**src/rtl/dtg_pkg.sv**
```systemverilog
package dtg_pkg;

    localparam int CNT_W     = 4;
    localparam int ACT_LIMIT = 4;

    localparam logic [7:0]  TIMING_OFFSET = 8'h14;
    localparam logic [31:0] TIMING_RESET  = 32'h0004_2062;
    localparam logic [31:0] TIMING_WMASK  = 32'h000F_7FFF;

    typedef logic [CNT_W-1:0] age_t;
    localparam age_t AGE_MAX = {CNT_W{1'b1}};

    typedef enum logic [2:0] {
        CMD_ACT   = 3'd0,
        CMD_RD    = 3'd1,
        CMD_PRE   = 3'd2,
        CMD_PREA  = 3'd3,
        CMD_OTHER = 3'd4
    } cmd_kind_e;

    typedef struct packed {
        logic [11:0] spare_hi;
        logic [3:0]  act_window;
        logic        spare15;
        logic [2:0]  rd_to_pre;
        logic [3:0]  pre_all;
        logic [3:0]  exit_slow;
        logic [3:0]  exit_fast;
    } timing_cfg_t;

    function automatic age_t age_inc(input age_t a);
        return (a == AGE_MAX) ? a : a + age_t'(1);
    endfunction

    function automatic logic gap_met(input age_t age, input logic [3:0] need);
        return age >= age_t'(need);
    endfunction

endpackage

```
**src/rtl/dtg_cfg_regs.sv**
```systemverilog
module dtg_cfg_regs
    import dtg_pkg::*;
#(
    parameter int ADDR_W = 8
) (
    input  logic              clk,
    input  logic              rst,
    input  logic              wr_en,
    input  logic [ADDR_W-1:0] addr,
    input  logic [31:0]       wdata,
    output logic [31:0]       rdata,
    output timing_cfg_t       cfg
);

    localparam logic [ADDR_W-1:0] MY_ADDR = ADDR_W'(TIMING_OFFSET);

    logic [31:0] store_q;
    logic        hit;

    assign hit = (addr == MY_ADDR);

    always_ff @(posedge clk) begin
        if (rst) begin
            store_q <= TIMING_RESET;
        end else if (wr_en && hit) begin
            store_q <= wdata & TIMING_WMASK;
        end
    end

    assign rdata = hit ? store_q : 32'd0;
    assign cfg   = timing_cfg_t'(store_q);

    assert_write_lands_R2: assert property (@(posedge clk) disable iff (rst)
        (wr_en && hit) |=> (store_q == ($past(wdata) & TIMING_WMASK)));

    assert_foreign_write_R1: assert property (@(posedge clk) disable iff (rst)
        (wr_en && !hit) |=> (store_q == $past(store_q)));

endmodule

```
**src/rtl/dtg_since.sv**
```systemverilog
module dtg_since
    import dtg_pkg::*;
(
    input  logic clk,
    input  logic rst,
    input  logic start,
    output age_t age
);

    always_ff @(posedge clk) begin
        if (rst) begin
            age <= AGE_MAX;
        end else if (start) begin
            age <= age_t'(1);
        end else begin
            age <= age_inc(age);
        end
    end

    assert_age_monotone_R8: assert property (@(posedge clk) disable iff (rst)
        !start |=> (age >= $past(age)));

    assert_age_restart_R8: assert property (@(posedge clk) disable iff (rst)
        start |=> (age == age_t'(1)));

endmodule

```
**src/rtl/dtg_act_window.sv**
```systemverilog
module dtg_act_window
    import dtg_pkg::*;
#(
    parameter int DEPTH = ACT_LIMIT
) (
    input  logic clk,
    input  logic rst,
    input  logic act_grant,
    output age_t oldest
);

    age_t ages [DEPTH];

    always_ff @(posedge clk) begin
        if (rst) begin
            for (int i = 0; i < DEPTH; i++) begin
                ages[i] <= AGE_MAX;
            end
        end else if (act_grant) begin
            ages[0] <= age_t'(1);
            for (int i = 1; i < DEPTH; i++) begin
                ages[i] <= age_inc(ages[i-1]);
            end
        end else begin
            for (int i = 0; i < DEPTH; i++) begin
                ages[i] <= age_inc(ages[i]);
            end
        end
    end

    assign oldest = ages[DEPTH-1];

    generate
        for (genvar g = 0; g + 1 < DEPTH; g++) begin : g_order
            assert_age_order_R3: assert property (@(posedge clk) disable iff (rst)
                ages[g] <= ages[g+1]);
        end
    endgenerate

endmodule

```
**src/rtl/ddr_cmd_timing_guard.sv**
```systemverilog
module ddr_cmd_timing_guard
    import dtg_pkg::*;
#(
    parameter int ADDR_W = 8
) (
    input  logic              clk,
    input  logic              rst,
    input  logic              reg_wr_en,
    input  logic [ADDR_W-1:0] reg_addr,
    input  logic [31:0]       reg_wdata,
    output logic [31:0]       reg_rdata,
    input  logic              cmd_valid,
    input  logic [2:0]        cmd_kind,
    output logic              cmd_ready,
    input  logic              cke_rise,
    input  logic              cke_slow_exit
);

    timing_cfg_t cfg;
    age_t        since_rd, since_prea, since_cke, act_oldest;
    logic        exit_slow_q;
    logic        granted;
    logic [3:0]  exit_need;
    logic        ok_prea, ok_rtp, ok_exit, ok_faw;

    dtg_cfg_regs #(.ADDR_W(ADDR_W)) u_regs (
        .clk   (clk),
        .rst   (rst),
        .wr_en (reg_wr_en),
        .addr  (reg_addr),
        .wdata (reg_wdata),
        .rdata (reg_rdata),
        .cfg   (cfg)
    );

    assign granted = cmd_valid && cmd_ready;

    dtg_since u_rd (
        .clk(clk), .rst(rst),
        .start(granted && cmd_kind == CMD_RD),
        .age(since_rd)
    );

    dtg_since u_prea (
        .clk(clk), .rst(rst),
        .start(granted && cmd_kind == CMD_PREA),
        .age(since_prea)
    );

    dtg_since u_cke (
        .clk(clk), .rst(rst),
        .start(cke_rise),
        .age(since_cke)
    );

    dtg_act_window #(.DEPTH(ACT_LIMIT)) u_faw (
        .clk(clk), .rst(rst),
        .act_grant(granted && cmd_kind == CMD_ACT),
        .oldest(act_oldest)
    );

    always_ff @(posedge clk) begin
        if (rst) begin
            exit_slow_q <= 1'b0;
        end else if (cke_rise) begin
            exit_slow_q <= cke_slow_exit;
        end
    end

    assign exit_need = exit_slow_q ? cfg.exit_slow : cfg.exit_fast;

    assign ok_prea = gap_met(since_prea, cfg.pre_all);
    assign ok_rtp  = gap_met(since_rd, {1'b0, cfg.rd_to_pre});
    assign ok_exit = gap_met(since_cke, exit_need);
    assign ok_faw  = gap_met(act_oldest, cfg.act_window);

    always_comb begin
        cmd_ready = ok_prea;
        case (cmd_kind)
            CMD_ACT:           cmd_ready = ok_prea && ok_faw;
            CMD_RD:            cmd_ready = ok_prea && ok_exit;
            CMD_PRE, CMD_PREA: cmd_ready = ok_prea && ok_rtp;
            default:           cmd_ready = ok_prea;
        endcase
    end

    assert_prea_blocks_R5: assert property (@(posedge clk) disable iff (rst)
        (granted && cmd_kind == CMD_PREA && cfg.pre_all > 4'd1 && !reg_wr_en)
        |=> !cmd_ready);

    assert_rd_blocks_pre_R4: assert property (@(posedge clk) disable iff (rst)
        (granted && cmd_kind == CMD_RD && cfg.rd_to_pre > 3'd1 && !reg_wr_en)
        |=> (!cmd_ready || !(cmd_kind == CMD_PRE || cmd_kind == CMD_PREA)));

    assert_exit_blocks_rd_R6: assert property (@(posedge clk) disable iff (rst)
        (cke_rise && !reg_wr_en &&
         ((cke_slow_exit ? cfg.exit_slow : cfg.exit_fast) > 4'd1))
        |=> (!cmd_ready || cmd_kind != CMD_RD));

    assert_rsvd_zero_R2: assert property (@(posedge clk) disable iff (rst)
        (reg_rdata[31:20] == 12'd0) && !reg_rdata[15]);

endmodule

```
**config.mk**
```make
export PLATFORM = sky130hd
export DESIGN_NAME = ddr_cmd_timing_guard
export DESIGN_NICKNAME = d
export VERILOG_FILES = /design/src/rtl/dtg_pkg.sv /design/src/rtl/dtg_cfg_regs.sv /design/src/rtl/dtg_since.sv /design/src/rtl/dtg_act_window.sv /design/src/rtl/ddr_cmd_timing_guard.sv
export SDC_FILE = /design/constraint.sdc
export NUM_CORES = 1
export LEC_CHECK = 0
export BUFFER_PORTS_ARGS = -buffer_cell sky130_fd_sc_hd__clkbuf_2
export CAP_MARGIN = 20
export CELL_PAD_IN_SITES_DETAIL_PLACEMENT = 1
export CELL_PAD_IN_SITES_GLOBAL_PLACEMENT = 2
export CORE_MARGIN = 2
export CORE_UTILIZATION = 34
export CTS_BUF_LIST = sky130_fd_sc_hd__clkbuf_4
export DETAILED_ROUTE_END_ITERATION = 8
export GPL_ROUTABILITY_DRIVEN = 0
export MAX_ROUTING_LAYER = met4
export PLACE_DENSITY = 0.94
export SYNTH_ARGS = -nofsm -noshare
export SYNTH_HDL_FRONTEND = slang
export SYNTH_SLANG_ARGS = --single-unit
```
**constraint.sdc**
```tcl
create_clock -name clk -period 6.72 [get_ports clk]
set_input_delay 0 -clock clk [delete_from_list [all_inputs] [get_ports clk]]
set_output_delay 0 -clock clk [all_outputs]
set_load 0.05 [all_outputs]
```
==> reports/results.ini, run 1 <==
[sta]
finalCriticalPeriod_ns=2.636
worst_pin_slew_ns=0.8251
maxSlewHeadroom_pct=44.99
fin_skew_ns=0.03002
hold_viol_final=0
slew_viol_final=0
finalCritPeriodShare_pct=39.23
max_freq_ghz=0.3793
setup_viol_count_final=0
tns_ns=0
rsz0062_at_grt=false

[hold_path]
holdPathStages=4
hp-start=cmd_kind[1]
worstHoldEndpoint=u_rd.age[0]
hold_class=in2reg

[yosys]
syn_inst=332
synth_top_area_cell=dfxtp_1
ys_ff_latch=48
synth_area_um2=2968
synth_top_cell_area_share_pct=21.59
synth_edf_count=16
ys.flop_type=dfxtp_1
yosysMostFrequentCell=nand2_1
synth.distinct_cells=44
synth_common_cells=nand2_1, nor2_1, dfxtp_1, ha_1
async_flop_share_pct=0
syn_avg_cell_area_um2=8.939
synth.area.top_cells=dfxtp_1, edfxtp_1, ha_1, mux2i_1, nand2_1
yosys_warnings=0
seq_area_frac_synth_pct=37.77

[layout]
areaGrowthSynthToFinish_pct=21.59
fin_nets=486
drive_above_1_share_pct=18.27
n_antenna_cell=0

[floorplanning]
core-area_um2=8593
die-area_um2=9493
io_pins=82
start_util_pct=34.54
fp.dieW_um=97.43
fp-row-count=34
die_y_um=97.43

[clocking]
numCtsBuffers=5
postCtsSetupBuffers=0
cts.sinks=48
path_clk_slew_ns=0.14
root_buffer=clkbuf_4
htree_levels=2
clk_path_buf_depth=2
cts_tree=yes
clock_latency_ns=0.39

[critical_path]
worstPathRequired_ns=6.72
cpMaxStageDelayCell=dfxtp_1
r2r_setup_slack_ns=4.32
worst_setup_path_end_kind=output port
path_buf_inv=1
slowest_delay_ns=0.49
crit-reg2reg-launch=exit_slow_q
critPathTopFamily=flip-flops
reg2reg_depth=7
start_kind=flop
timing.rr.end=u_prea.age[0]
cp.arrival_ns=2.64
path_cells=mux2_2, ha_1, or3b_1, o2111ai_2, a32oi_2, a21oi_1, nor2b_1, clkbuf_2
crit_fanout=5
crit_type=reg2out

[global_routing]
grt_pass1_vias=2675
grt.overflow.total=0
grt.total_usage_pct=16.05
antenna_found_initial=0
grt_pass1_wl_um=12220
grt_max_degree=47

[routing]
via_per_inst=4.767
dr_total_vias=2498
wl_per_cell_um=13.62
drt_iter0_drc=39
wl_um=7136
route.detailed.drc=0
drt.antenna.violating_nets=0
firstDrtPassIters=4

[power_and_ir_drop]
cellPowerDensity_nw_per_um2=235.5
power_leakage_nw=1.689
p_total_w=0.0008498
peakVddDrop_v=0.00008799

[run]
cap_violations=0

[placed_design]
dpl.hpwl_um=5292
port_buffers=55

[status]
status=complete, no violations

[worst register-to-register path, stage by stage (launching register included)]
cell	delay [ns]
dfxtp_1	0.49
mux2_2	0.39
ha_1	0.28
or3b_1	0.37
o2111ai_2	0.11
a32oi_2	0.15
and3_4	0.22
or3_1	0.33
[repair_timing]
| action | 4_1_cts | 5_1_grt |
|---|---|---|
| hold buffers | 22 | 0 |
| endpoints found under the hold margin | 24 | 0 |
| resized for setup | 0 | 0 |
[placed cells by master (no fill, tap or decap), drive strengths merged, types with 2 or more instances in the layout]
cell	n
clkbuf	60
or3b	2
dfxtp	32
ha	22
o21bai	5
mux2	6
a21o	6
and4b	2
edfxtp	16
nor4b	3
o211ai	2
and2	21
nor3	4
nand3	17
nand3b	2
xnor2	4
o21a	2
inv	19
nand2	44
xor2	3
mux2i	21
dlygate4sd3	22
conb	25
and3	3
a21oi	18
nor2	37
or3	2
nand4	2
o21ai	3
[routing by layer]
metal	GRT usage [%]	vias to the layer above	share of wire, %
met5	-	-	0
met4	4.808	0	1.5
met3	2.014	9	3.5
met2	29.92	47	53
met1	17.82	1176	42
li1	-	1266	-
[state kept, by name, summed over array words and instances (netlist names)]
signal	cells
u_faw.ages	16
u_prea.age	4
exit_slow_q	1
u_rd.age	4
u_cke.age	4
u_regs.cfg	19
[stage by stage]
step                hold slack, ns  setup slack [ns]  instance area (um2)  cells  util (%)
finish                      0.1326             4.084                 3608    524     41.99
global route                0.1866             3.930                 3608    524     41.99
CTS                         0.1139             4.033                 3608    524     41.99
detailed placement          0.2167             4.298                 3309    494     38.51
global placement            0.2180             4.360                 3309    494     38.51
floorplan                   0.1010             4.362                 3054    355         -
[power by group]
part           internal, W  switching (W)
logic             0.000134       0.000159
clock network    0.0000781      0.0000999
registers         0.000343      0.0000359
total             0.000555       0.000295
[worst max path at each step]
stage                    end   startpoint  slack [ns]  cells after the start
4_1_cts            cmd_ready  exit_slow_q        4.03                      8
2_1_floorplan      cmd_ready  exit_slow_q        4.36                      8
5_1_grt            cmd_ready  exit_slow_q        3.93                      8
3_5_place_dp   u_prea.age[0]  exit_slow_q        4.30                      7
3_3_place_gp   u_prea.age[0]  exit_slow_q        4.36                      7
6_report           cmd_ready  exit_slow_q        4.08                      8
[final cells by class]
type / instances / area (um2)
Fill cell: 1047 / 4985
Multi-Input combinational cell: 264 / 1703
Sequential cell: 48 / 1121
Timing Repair Buffer: 78 / 503.0
Tap cell: 108 / 135.1
Inverter: 18 / 67.56
Clock inverter: 3 / 41.29
Clock buffer: 5 / 37.54
[cells by family after synthesis]
group	share of synthesized area (%)
simple gates	24.33
buf+inv	7.757
fa+ha+maj	9.275
xor+xnor	2.066
compound gates	9.191
mux	9.359
other cells	0.2530
flops	37.77
(Power assumes the default switching activity.)
==> run 2, diff against run 1 <==
--- a/config.mk
+++ b/config.mk
@@ -10,12 +10,12 @@
 export CELL_PAD_IN_SITES_DETAIL_PLACEMENT = 1
 export CELL_PAD_IN_SITES_GLOBAL_PLACEMENT = 2
 export CORE_MARGIN = 2
-export CORE_UTILIZATION = 34
+export CORE_UTILIZATION = 32
 export CTS_BUF_LIST = sky130_fd_sc_hd__clkbuf_4
 export DETAILED_ROUTE_END_ITERATION = 8
 export GPL_ROUTABILITY_DRIVEN = 0
 export MAX_ROUTING_LAYER = met4
-export PLACE_DENSITY = 0.94
+export PLACE_DENSITY = 0.89
 export SYNTH_ARGS = -nofsm -noshare
 export SYNTH_HDL_FRONTEND = slang
 export SYNTH_SLANG_ARGS = --single-unit
==> constraint.sdc (replaced) <==
create_clock -name clk -period 2.7 [get_ports clk]
set_input_delay 0 -clock clk [delete_from_list [all_inputs] [get_ports clk]]
set_output_delay 0 -clock clk [all_outputs]
set_load 0.05 [all_outputs]
==> run 2 against run 1 <==
Critical path depth is the same. Global-route usage shrank 0.48 points. Routed wire length down 0.74%. Largest cell class unchanged. Worst setup slack lost 3.9 ns. Clock power increased by 150%. Power increased by 150%. Sequential power rose by 150%.
==> reports/results.ini, run 2 (synthesis results as in run 1) <==
[status]
status=complete, no violations

[global_routing]
grt.overflow.total=0  ; unchanged
grt_max_degree=26  ; -45%
use_met3_pct=2.228  ; +0.21 points
grt.total_usage_pct=15.57  ; -0.48 points
top_usage_layer=met2
gr-usage-met2_pct=28.24  ; -1.7 points
antenna_found_initial=0  ; unchanged
grt_pass1_wl_um=12050  ; -1.4%
grt_pass1_vias=2618  ; -2.1%
met1_usage_pct=17.77  ; -0.043 points

[placed_design]
placed_area_um2=3336  ; +0.79%
port_buffers=55  ; unchanged
dpl.hpwl_um=5432  ; +2.7%

[floorplanning]
start_util_pct=32.58  ; -2.0 points
fp.dieW_um=100.3  ; +3.0%
die-area_um2=10060  ; +6.0%
die_y_um=100.3  ; +3.0%
io_pins=82  ; unchanged
core-area_um2=9109  ; +6.0%
fp-row-count=35  ; +2.9%

[routing]
firstDrtPassIters=4  ; unchanged
wl_per_cell_um=13.36  ; -1.9%
route.detailed.drc=0  ; unchanged
dr_total_vias=2492  ; -0.24%
drt.antenna.violating_nets=0  ; unchanged
wl_um=7083  ; -0.74%
drt_iter0_drc=50  ; +28%
via_per_inst=4.702  ; -1.4%

[sta]
worst_pin_slew_ns=0.7010  ; -0.1241 ns
max_freq_ghz=0.3931
slew_viol_final=0  ; unchanged
setup_viol_count_final=0  ; unchanged
tns_ns=0  ; unchanged
rsz0062_at_grt=false
finalCriticalPeriod_ns=2.544
finalCritPeriodShare_pct=94.22
whs_ns=0.09032  ; -0.04227 ns
maxSlewHeadroom_pct=53.15  ; +8.2 points
hold_viol_final=0  ; unchanged
fin_skew_ns=0.01601  ; -0.01401 ns

[layout]
layout_commonest_cell=clkbuf_2
fin_area_um2=3637  ; +0.80%
n_antenna_cell=0  ; unchanged
drive_above_1_share_pct=19.09  ; +0.82 points
final_core_util_pct=39.93  ; -2.1 points
fin_nets=489  ; +0.62%
largest_register_ff_count=19  ; unchanged
final_cell_mix=clkbuf_2, nand2_1, nor2_1
areaGrowthSynthToFinish_pct=22.55

[critical_path]
crit_fanout=5  ; unchanged
worstPathRequired_ns=2.70  ; -4.02 ns
worstSetupStartpoint=exit_slow_q
worstSetupEndpoint=cmd_ready
cp.arrival_ns=2.54  ; -0.10 ns
reg2reg_depth=7  ; unchanged
timing.rr.end=u_prea.age[0]
crit_type=reg2out
r2r_setup_slack_ns=0.40  ; -3.92 ns
crit-reg2reg-launch=exit_slow_q
worst_setup_path_end_kind=output port
start_kind=flop

[clocking]
numCtsBuffers=5  ; unchanged
htree_levels=2  ; unchanged
clk_path_buf_depth=2  ; unchanged
clock_latency_ns=0.37  ; -0.02 ns
root_buffer=clkbuf_4
cts_tree=yes
cts.sinks=48  ; unchanged
postCtsSetupBuffers=0  ; unchanged
path_clk_slew_ns=0.15  ; about the same

[power_and_ir_drop]
peakVddDrop_v=0.0001961  ; +120%
cellPowerDensity_nw_per_um2=580.5  ; +150%
power_leakage_nw=1.705  ; +0.92%

[run]
cap_violations=0  ; unchanged

[hold_path]
hold_class=in2reg

[run 2: cell types whose count changed in the layout (fill, tap and decap cells not counted), sizes merged]
cell / previous run / this run
buf: 1 / 4
inv: 19 / 18
clkbuf: 60 / 61
[run 2: metal layers]
metal / vias up / wire length, um / part of all wire (%)
met5: - / 0 / 0
met4: 0 / 77 / 1.1
met3: 6 / 157 / 2.2
met2: 34 / 3729 / 53
met1: 1181 / 3118 / 44
li1: 1271 / - / -
[run 2: worst min-delay path by stage]
stage / startpoint / end / slack [ns] / depth (start not counted)
after CTS: reg_wr_en / u_regs.cfg[10] / 0.08 / 4
after floorplan: cke_rise / u_cke.age[3] / 0.10 / 1
after global routing: reg_wr_en / u_regs.cfg[11] / 0.11 / 4
after detailed placement: reg_wdata[6] / u_regs.cfg[6] / 0.22 / 3
final: reg_wr_en / u_regs.cfg[10] / 0.09 / 4
after global placement: reg_wdata[1] / u_regs.cfg[1] / 0.22 / 3
[run 2: critical path, cell delays in order, from the launching register on]
cell	delay [ns]
dfxtp_2	0.42
mux2_2	0.36
ha_1	0.27
or3b_1	0.37
o2111ai_2	0.10
a32oi_2	0.15
a21oi_1	0.19
nor2b_1	0.09
clkbuf_2	0.24
[run 2: what timing repair did]
| item | CTS | global route |
|---|---|---|
| hold endpoints to repair | 24 | 0 |
| hold buffers | 22 | 0 |
| resized for setup | 0 | 1 |
| setup endpoints to repair | 0 | 1 |
[run 2: layout make-up]
type / count / area [um2]
well taps: 111 / 138.9
repair buffers: 81 / 525.5
fillers: 1114 / 5472
multi-input cells: 264 / 1703
clock buffers: 6 / 45.04
clock inverters: 2 / 35.03
inverters: 18 / 67.56
flip-flops and latches: 48 / 1122
[run 2: metrics by stage]
stage	instances	total power, W	setup WS, ns
floorplan	355	0.001512	0.3416
global placement	500	0.001625	0.3639
detailed placement	500	0.001669	0.3368
CTS	530	0.002146	0.04875
global route	530	0.002282	0.01523
finish	530	0.002112	0.1562
[run 2: power breakdown]
| group | leakage [nW] | total, W | switching [W] | internal (W) |
|---|---|---|---|---|
| sequential | 0.401 | 0.000945 | 0.0000903 | 0.000854 |
| combinational | 1.26 | 0.000728 | 0.000396 | 0.000332 |
| clock | 0.0456 | 0.000438 | 0.000234 | 0.000205 |
